**src/rtl/prbs_bist_pkg.sv**
```systemverilog
package prbs_bist_pkg;

  localparam int unsigned DEF_WORD_W = 10;
  localparam int unsigned DEF_LFSR_W = 7;

  // Strobes issued by the control module to the datapath each word clock.
  typedef struct packed {
    logic genLoad;     // reload generator from seed
    logic genStep;     // advance generator one word and drive it out
    logic chkLoad;     // seed checker history from received word
    logic chkCompare;  // compare received word against prediction
  } bistStrobes_t;

endpackage

```
**src/rtl/prbs_bist_datapath.sv**
```systemverilog
module prbs_bist_datapath
  import prbs_bist_pkg::*;
#(
  parameter int unsigned WORD_W = DEF_WORD_W,
  parameter int unsigned LFSR_W = DEF_LFSR_W,
  parameter logic [LFSR_W-1:0] SEED = {LFSR_W{1'b1}}
) (
  input  logic              clk,
  input  logic              rstN,
  input  bistStrobes_t      strobes,
  input  logic [WORD_W-1:0] txUser,
  input  logic [WORD_W-1:0] rxWord,
  output logic [WORD_W-1:0] txOut,
  output logic              wordMismatch
);

  localparam int unsigned TAP_A = LFSR_W - 1;  // x^7 term
  localparam int unsigned TAP_B = LFSR_W - 2;  // x^6 term

  logic [LFSR_W-1:0] genState;
  logic [LFSR_W-1:0] genNext;
  logic [LFSR_W-1:0] chkState;
  logic [LFSR_W-1:0] chkNext;
  logic [WORD_W-1:0] genWord;
  logic [WORD_W-1:0] predWord;

  // Generator: ten feedback steps per word, earliest bit in position 0.
  always_comb begin : genUnroll
    logic [LFSR_W-1:0] st;
    st = genState;
    for (int i = 0; i < WORD_W; i++) begin
      genWord[i] = st[TAP_A] ^ st[TAP_B];
      st = {st[LFSR_W-2:0], genWord[i]};
    end
    genNext = st;
  end

  // Checker: predicts each bit from received history (self-synchronising).
  always_comb begin : chkUnroll
    logic [LFSR_W-1:0] st;
    st = chkState;
    for (int i = 0; i < WORD_W; i++) begin
      predWord[i] = st[TAP_A] ^ st[TAP_B];
      st = {st[LFSR_W-2:0], rxWord[i]};
    end
    chkNext = st;
  end

  always_ff @(posedge clk or negedge rstN) begin
    if (!rstN) begin
      genState <= SEED;
    end else if (strobes.genLoad) begin
      genState <= SEED;
    end else if (strobes.genStep) begin
      genState <= genNext;
    end
  end

  always_ff @(posedge clk or negedge rstN) begin
    if (!rstN) begin
      chkState <= '0;
    end else if (strobes.chkLoad || strobes.chkCompare) begin
      chkState <= chkNext;
    end
  end

  assign txOut        = strobes.genStep ? genWord : txUser;
  assign wordMismatch = strobes.chkCompare && (predWord != rxWord);

endmodule

```
**src/rtl/prbs_bist_control.sv**
```systemverilog
module prbs_bist_control
  import prbs_bist_pkg::*;
(
  input  logic         clk,
  input  logic         rstN,
  input  logic         testEn,
  input  logic         stickyMode,
  input  logic         wordMismatch,
  output bistStrobes_t strobes,
  output logic         passFlag
);

  logic seeded;
  logic errNow;
  logic stickyFail;

  always_comb begin
    strobes.genLoad    = !testEn;
    strobes.genStep    = testEn;
    strobes.chkLoad    = testEn && !seeded;
    strobes.chkCompare = testEn && seeded;
  end

  always_ff @(posedge clk or negedge rstN) begin
    if (!rstN) begin
      seeded     <= 1'b0;
      errNow     <= 1'b0;
      stickyFail <= 1'b0;
    end else if (!testEn) begin
      seeded     <= 1'b0;
      errNow     <= 1'b0;
      stickyFail <= 1'b0;
    end else begin
      seeded     <= 1'b1;
      errNow     <= wordMismatch;
      stickyFail <= stickyFail | wordMismatch;
    end
  end

  assign passFlag = stickyMode ? !stickyFail : !errNow;

endmodule

```
**src/rtl/prbs_bist.sv**
```systemverilog
module prbs_bist
  import prbs_bist_pkg::*;
#(
  parameter int unsigned WORD_W = DEF_WORD_W,
  parameter int unsigned LFSR_W = DEF_LFSR_W
) (
  input  logic              clk,
  input  logic              rstN,
  input  logic              testEn,
  input  logic              stickyMode,
  input  logic [WORD_W-1:0] txDataIn,
  output logic [WORD_W-1:0] txDataOut,
  input  logic [WORD_W-1:0] rxDataIn,
  output logic              passFlag
);

  bistStrobes_t strobes;
  logic         wordMismatch;

  prbs_bist_control i_control (
    .clk          (clk),
    .rstN         (rstN),
    .testEn       (testEn),
    .stickyMode   (stickyMode),
    .wordMismatch (wordMismatch),
    .strobes      (strobes),
    .passFlag     (passFlag)
  );

  prbs_bist_datapath #(
    .WORD_W (WORD_W),
    .LFSR_W (LFSR_W)
  ) i_datapath (
    .clk          (clk),
    .rstN         (rstN),
    .strobes      (strobes),
    .txUser       (txDataIn),
    .rxWord       (rxDataIn),
    .txOut        (txDataOut),
    .wordMismatch (wordMismatch)
  );

endmodule

```
**config.mk**
```make
export PLATFORM = sky130hd
export DESIGN_NAME = prbs_bist
export DESIGN_NICKNAME = d
export VERILOG_FILES = /design/src/rtl/prbs_bist_pkg.sv /design/src/rtl/prbs_bist_datapath.sv /design/src/rtl/prbs_bist_control.sv /design/src/rtl/prbs_bist.sv
export SDC_FILE = /design/constraint.sdc
export NUM_CORES = 1
export LEC_CHECK = 0
export BUFFER_PORTS_ARGS = -buffer_cell sky130_fd_sc_hd__buf_2
export CAP_MARGIN = 40
export CORE_MARGIN = 4
export CORE_UTILIZATION = 47
export DETAILED_ROUTE_END_ITERATION = 6
export GPL_ROUTABILITY_DRIVEN = 0
export PLACE_DENSITY = 0.81
export SYNTH_ARGS = -nofsm -noshare
export SYNTH_HDL_FRONTEND = slang
export SYNTH_SLANG_ARGS = --single-unit
```
**constraint.sdc**
```tcl
create_clock -name clk -period 1.8 [get_ports clk]
set_clock_uncertainty 0.2 [all_clocks]
set_input_delay 0.18 -clock clk [delete_from_list [all_inputs] [get_ports clk]]
set_output_delay 0.18 -clock clk [all_outputs]
set_load 0.03 [all_outputs]
```
* Yosys cells after proc, flatten, opt, wreduce, memory -nomap -nowiden *
Index checks and enable logic that the tools add are counted.

operators by class
  $mul = 0
  $lt $le $gt $ge = 0
  shift operators = 0
  bitwise logic cells = 21
  mux-type cells = 6
  reduce and logical (&&, ||, !) cells = 7
  divide/modulo/power cells = 0
  $add $sub $neg = 0
  eq/ne operators = 1

operators by type and width
  cell                    count
  bitwise XOR 1 bit       20
  2-to-1 mux 10 bit       1
  inequality test 10 bit  1
  2-to-1 mux 7 bit        1
  2-to-1 mux 1 bit        4
  logical AND 1 bit       3
  zero test 1 bit         3
  logical OR 1 bit        1
  bitwise OR 1 bit        1

word-level totals
  memories = 0
  latch bits = 0
  register bits = 17
  bits in writable memories = 0
  bits of input ports = 24
  ROM bits = 0

* Depth between registers and ports, before layout *
Gate-level depths: netlist of run 1.

  depth in word-level cells = 5
  depth in mapped cells = 4
  depth with buffers taken out = 4

* Cells and area by module *
From an unflattened synthesis of run 1, not the netlist that was laid out.

unflattened totals
  cell total of the unflattened synthesis = 106
  area total of the unflattened synthesis = 1041.0 µm²

by module, submodules not included
  module              area each (µm²)  sequential area each (µm²)  instances  cells an instance
  prbs_bist_datapath  917.1            359.1                       1          96
  prbs_bist_control   123.9            75.1                        1          10

* Least setup slack after synthesis of run 1 *
No wires, ideal clock.

  path kind = register -> output
  start = reg i_datapath.genState[5]
  end = out txDataOut[6]
  data arrival time = 1.330 ns
  slack = 0.090 ns
  cell stages (with the launch flop) = 4
  cells stage by stage = dfstp_2 > xnor2_1 > xor2_1 > mux2i_1

between the ends
  cells in the longest elaborated chain, start to end = 3

ends and longest elaborated chain
  element                         line                      RTL
  from (decl)                     prbs_bist_datapath.sv:20  logic [LFSR_W-1:0] genState;
  from (signal assigned)          prbs_bist_datapath.sv:55  genState <= genNext;
  bitwise XOR 1 bit (2 in a row)  prbs_bist_datapath.sv:32  genWord[i] = st[TAP_A] ^ st[TAP_B];
  2-to-1 mux 10 bit               prbs_bist_datapath.sv:67  assign txOut = strobes.genStep ? genWord : txUser;
  to (decl)                       prbs_bist.sv:12           output logic [WORD_W-1:0] txDataOut,

No other way between the ends.

* Worst setup path after layout of run 1 *
  start = reg i_datapath.genState[5]
  end = out txDataOut[1]

between the ends
  cells in the longest elaborated chain, start to end = 2

ends and longest elaborated chain
  element            line
  bitwise XOR 1 bit  prbs_bist_datapath.sv:32
  2-to-1 mux 10 bit  prbs_bist_datapath.sv:67

No other way between the ends.

==> qor.csv, run 1 <==
stage,metric,value,unit
run_status,outcome,"complete, but fails checks",
run_status,violations,setup timing,
drt,drt_iter0_markers,12,
critical_path,r2r_slack,140,ps
synthesis,syn-num-nets,115,
sta,fin_crit,1900,ps
global_route,antenna_found_initial,0,
sta,final_hold_viol_count,0,
floorplanning,die_y,52.8,um
final_layout,drive_gt1_frac,0.489,
placement,placedCellCount,147,
flow_run,cap_violations,0,
critical_path,worst_setup_path_end_kind,primary output,
clock_tree,cts_tree,built,
critical_path,critPathKind,reg2out,
synthesis,avgSynthCellArea,10.4,um^2
clock_tree,root_buffer,clkbuf_4,
floorplanning,coreArea,1820,um^2
placement,place_hpwl,1610,um
sta,fin_crit_sh,1.06,
global_route,grt_use_total,0.186,
sta,fin_setup_tns,-309,ps
synthesis,synthDistinctLibCells,22,
global_route,grt_pass1_wl,3740,um
synthesis,synth_seq_area_share,0.460,
min_path,holdCritStartpoint,testEn,
floorplanning,rows,15,
power,max-vdd-ir-drop,1.02,mV
sta,setup_ws,-102,ps
synthesis,syn_area,945,um^2
critical_path,crit_path_start_kind,flop,
drt,wirelength,2350,um
global_route,grt_pass1_vias,828,
final_layout,fin_cells,166,
final_layout,n_fill_cell,126,
critical_path,r2r-end,i_control.stickyFail$_DFF_PN0_,
clock_tree,worstSkewPairLatency,300,ps
power,p_leak,0.653,nW
final_layout,areaGrowthSynthToFinish,48.3,%
floorplanning,die_w,52.8,um
global_route,overflow,0,
drt,firstDrtPassIters,4,
global_route,grt_max_degree,22,
sta,setup_viol,4,
min_path,hold_end,i_datapath.genState[3]$_DFF_PN1_,
drt,avgViaCountPerCell,4.95,
critical_path,crit_required,1420,ps
drt,antenna_left,0,
sta,maxSlewHeadroom,0.751,
critical_path,r2r_cells,4,
clock_tree,cts_buffers,3,
critical_path,regToRegStartpoint,i_datapath.chkState[0]$_DFFE_PN0P_,
floorplanning,ios,35,
final_layout,fin_nets,166,
synthesis,synth-seq-cells,17,
synthesis,synth_cells,91,
sta,drv_slew,0,
floorplanning,die_area,2790,um^2
drt,vias,822,
min_path,hold_class,in2reg,
sta,max_freq,526,MHz
drt,wl_per_cell,14.2,um
min_path,hold_depth,2,
placement,pre_cts_ws,63.4,ps
placement,numPortBuffers,34,
sta,worst_pin_slew,374,ps
final_layout,fin_util,0.770,
clock_tree,clk_pin_slew,100,ps
clock_tree,cts_buffer_depth,2,
drt,drcViolationCount,0,
sta,rsz0062_at_grt,yes,
clock_tree,cts_num_sinks,17,
clock_tree,cts.htree.levels,1,
critical_path,critPathArrivalTime,1520,ps
power,power_density,1410,nW/um^2
floorplanning,initial_utilization,0.519,
critical_path,cp_max_fo,2,
synthesis,synth_warnings,0,
final_layout,antenna_cells,0,
-- metrics by stage --
stage / cell area, um^2 / power (mW) / hold WS (ps)
global route: 1400 / 2.10 / 32.2
CTS: 1280 / 1.76 / 25.7
global placement: 1140 / 1.39 / -85.8
detailed placement: 1140 / 1.42 / -84.7
finish: 1400 / 1.98 / 31.5
floorplan: 945 / 1.22 / -316
-- cell usage after synthesis, drive strengths merged --
cell | count | area (um^2)
dfrtp | 10 | 250
a21oi | 3 | 15.0
or3 | 1 | 7.51
a22oi | 1 | 7.51
nor2 | 5 | 18.8
dfstp | 7 | 184
a41oi | 1 | 8.76
o21a | 6 | 45.0
xor2 | 6 | 52.6
inv | 4 | 15.0
xnor2 | 14 | 123
mux2 | 8 | 90.1
a31oi | 1 | 6.26
o22ai | 1 | 6.26
o21ai | 3 | 15.0
a211oi | 1 | 7.51
nor4 | 1 | 6.26
nand2 | 10 | 37.5
mux2i | 2 | 20.0
a22o | 1 | 8.76
nand3 | 1 | 5.00
clkbuf | 4 | 15.0
-- per-layer routing --
layer,global-route usage,share of wire,vias to the layer above
met2,0.302,0.50,27
met3,0.0456,0.042,4
li1,-,-,410
met1,0.230,0.45,381
met5,0,0,-
met4,0.0851,0.013,0
-- timing repair --
| action | 4_1_cts | 5_1_grt |
|---|---|---|
| buffers inserted | 3 | 4 |
| gates cloned | 0 | 0 |
| setup endpoints to repair | 2 | 10 |
| hold buffers | 8 | 0 |
| endpoints found under the hold margin | 24 | 0 |
| gates resized for setup | 3 | 25 |
| pin swaps | 2 | 5 |
-- sequential cells by signal, summed over array words and instances (netlist names) --
name / count
i_datapath.genState: 7
i_datapath.chkState: 7
i_control.errNow: 1
i_control.stickyFail: 1
i_control.seeded: 1
-- where the power goes --
group / switching (mW) / internal, mW / total (mW)
clock: 0.127 / 0.0828 / 0.210
sequential: 0.125 / 0.530 / 0.656
combinational: 0.531 / 0.582 / 1.11
total: 0.783 / 1.20 / 1.98
-- worst max-delay path, cell delays in order (launching register included) --
cell     delay, ps
dfstp_2        570
buf_4          130
buf_4          100
xnor2_1         60
a21oi_1        170
buf_4          180
-- worst max-delay path by stage --
stage	startpoint	endpoint	slack, ps	cells past startpoint
finish	i_datapath.genState[5]$_DFF_PN1_	txDataOut[1]	-100	5
global route	i_datapath.genState[5]$_DFF_PN1_	txDataOut[6]	-220	4
CTS	i_datapath.genState[5]$_DFF_PN1_	txDataOut[6]	-80	4
detailed placement	rxDataIn[1]	i_control.stickyFail$_DFF_PN0_	60	5
global placement	i_datapath.chkState[4]$_DFFE_PN0P_	i_control.stickyFail$_DFF_PN0_	130	4
floorplan	i_datapath.genState[5]$_DFF_PN1_	txDataOut[6]	90	3
-- logic make-up (layout without fill, tap and decap cells) --
group | count (synthesis) | in the layout | share of synthesized area
xor gates and xnor gates | 20 | 20 | 0.185
AOI/OAI and AO/OA | 18 | 18 | 0.127
and+or+nand+nor | 18 | 18 | 0.0795
DFF | 17 | 17 | 0.460
muxes | 10 | 10 | 0.117
buffers and inverters | 8 | 58 | 0.0318
-- cells in the final DEF (no fill, tap or decap), types with 6 or more instances in the layout --
cell	count
xnor2_1	9
dfrtp_1	10
mux2_2	7
dfstp_2	7
xor2_1	6
o21a_1	6
buf_4	11
buf_2	26
dlygate4sd3_1	8
nand2_1	10
-- final cells by class --
cell class,instances,area [um^2],share of cell area
Multi-Input combinational cell,66,544,0.388
Tap cell,25,31.3,0.0223
Inverter,4,15.0,0.0107
Sequential cell,17,434,0.310
Clock buffer,3,22.5,0.0161
Clock inverter,1,5.00,0.00357
Timing Repair Buffer,50,349,0.249
Power figures use the tool's default switching activity.
==> inputs of run 2 (changes only) <==
--- a/config.mk
+++ b/config.mk
@@ -12,6 +12,7 @@
 export DETAILED_ROUTE_END_ITERATION = 6
 export GPL_ROUTABILITY_DRIVEN = 0
 export PLACE_DENSITY = 0.81
+export REMOVE_ABC_BUFFERS = 1
 export SYNTH_ARGS = -nofsm -noshare
 export SYNTH_HDL_FRONTEND = slang
 export SYNTH_SLANG_ARGS = --single-unit
==> qor.csv, run 2 (same netlist as run 1, synthesis figures left out) <==
stage,metric,value,unit,change
run_status,outcome,"complete, but fails checks",,
run_status,violations,setup timing,,
sta,fin_setup_tns,-350,ps,-40.5 ps
min_path,hold_class,in2reg,,
clock_tree,cts.htree.levels,1,,unchanged
final_layout,areaGrowthSynthToFinish,47.7,%,
floorplanning,ios,35,,unchanged
critical_path,crit_family,flip-flops,,
placement,pre_cts_ws,-13.3,ps,-76.7 ps
sta,maxSlewHeadroom,0.660,,-0.0908
drt,firstDrtPassIters,5,,+1
sta,final_hold_viol_count,0,,unchanged
final_layout,reg.largest.list,"i_datapath.chkState (7), i_datapath.genState (7)",,
critical_path,critPathArrivalTime,1550,ps,+30 ps
drt,wirelength,2580,um,+9.6%
sta,hold_ws,103,ps,+71.4 ps
sta,fin_crit_sh,1.07,,+0.0145
drt,drcViolationCount,0,,unchanged
critical_path,critPathKind,reg2out,,
sta,max_freq,519,MHz,-1.4%
critical_path,regToRegStartpoint,i_datapath.chkState[2]$_DFFE_PN0P_,,
final_layout,drive_gt1_frac,0.482,,-0.00735
clock_tree,worstSkewPairLatency,300,ps,about the same
drt,antenna_left,0,,unchanged
floorplanning,die_area,2790,um^2,unchanged
floorplanning,coreArea,1820,um^2,unchanged
power,power_density,1410,nW/um^2,about the same
final_layout,fin_util,0.766,,-0.00344
critical_path,worst-path-buf-inv,2,,-1
floorplanning,initial_utilization,0.519,,unchanged
global_route,grt_max_degree,29,,+32%
placement,numPortBuffers,34,,unchanged
critical_path,slowest_stage,dfstp_2,,
sta,drv_slew,0,,unchanged
power,finalPower,1.97,mW,-0.35%
sta,setup_ws,-128,ps,-26.1 ps
clock_tree,cts_buffers,3,,unchanged
final_layout,final_cell_mix,"buf_2 (24), buf_4 (11), nand2_1 (10), dfrtp_1 (10), xnor2_1 (9)",,
floorplanning,die_y,52.8,um,unchanged
global_route,overflow,0,,unchanged
critical_path,startpoint,i_datapath.genState[5]$_DFF_PN1_,,
final_layout,final_cell_area,1400,um^2,-0.45%
critical_path,crit_required,1420,ps,about the same
placement,placedCellCount,147,,unchanged
critical_path,cpPeakStageDelay,570,ps,about the same
clock_tree,clk_pin_slew,100,ps,about the same
sta,worst_pin_slew,510,ps,+136 ps
clock_tree,cts_tree,built,,
global_route,grt_pass1_wl,3860,um,+3.2%
power,p_leak,0.643,nW,-1.4%
drt,vias,858,,+4.4%
drt,wl_per_cell,15.7,um,+11%
drt,drt_iter0_markers,34,,+22
clock_tree,cts_num_sinks,17,,unchanged
drt,avgViaCountPerCell,5.23,,+5.7%
final_layout,final_common_cell,buf_2,,
final_layout,fin_nets,164,,-1.2%
final_layout,antenna_cells,0,,unchanged
flow_run,cap_violations,0,,unchanged
power,max-vdd-ir-drop,1.24,mV,+21%
placement,place_area,1140,um^2,unchanged
clock_tree,cts_buffer_depth,2,,unchanged
global_route,antenna_found_initial,0,,unchanged
min_path,holdCritStartpoint,testEn,,
global_route,grt_pass1_vias,842,,+1.7%
sta,rsz0062_at_grt,yes,,
placement,place_hpwl,1530,um,-4.7%
sta,fin_crit,1930,ps,+26.1 ps
floorplanning,die_w,52.8,um,unchanged
critical_path,cp_max_fo,2,,unchanged
critical_path,cp_cell_sequence,buf_4 > xnor2_1 > nand2_1 > o21a_1 > buf_6,,
clock_tree,root_buffer,clkbuf_4,,
global_route,grt_use_total,0.190,,+0.00430
final_layout,fin_cells,164,,-1.2%
sta,setup_viol,5,,+1
critical_path,worst_setup_path_end_kind,primary output,,
critical_path,crit_path_start_kind,flop,,
floorplanning,rows,15,,unchanged
## run 2: cell count changes in the layout (fill, tap and decap cells not counted), sizes merged
cell    previous run  this run
buf               42        40
clkbuf             3         4
clkinv             1         0
## run 2: layout make-up
class / instances / area (um^2)
clock buffer: 4 / 26.3
fill: 118 / 425
inverter: 4 / 15.0
multi-input combinational: 66 / 549
sequential: 17 / 434
tap: 25 / 31.3
timing repair buffer: 48 / 339
## run 2: timing repair
item / 4_1_cts / 5_1_grt
pin swaps: 1 / 8
buffers inserted: 3 / 3
hold buffers: 8 / 0
cloned: 0 / 0
hold endpoints to repair: 24 / 0
endpoints found under the setup margin: 4 / 11
resized for setup: 8 / 21
## run 2: where the power goes
part	switching (mW)	internal, mW	total (mW)
registers	0.129	0.531	0.660
logic	0.545	0.557	1.10
clock network	0.123	0.0864	0.210
total	0.797	1.17	1.97
## run 2: final timing paths
path	slack, ps	end	depth (start not counted)
max in group asynchronous	950	i_datapath.genState[1]$_DFF_PN1_	2
max	-130	txDataOut[8]	5
min in group asynchronous	140	i_datapath.chkState[0]$_DFFE_PN0P_	2
min reg2reg	310	i_control.errNow$_DFF_PN0_	2
min	100	i_datapath.genState[3]$_DFF_PN1_	2
max reg2reg	100	i_control.stickyFail$_DFF_PN0_	4
## run 2: metal layers
metal | global-route usage | wire [um] | up-vias
li1 | - | - | 406
met1 | 0.248 | 993 | 400
met2 | 0.306 | 1360 | 41
met3 | 0.0370 | 167 | 11
met4 | 0.0766 | 55 | 0
met5 | 0 | 0 | -
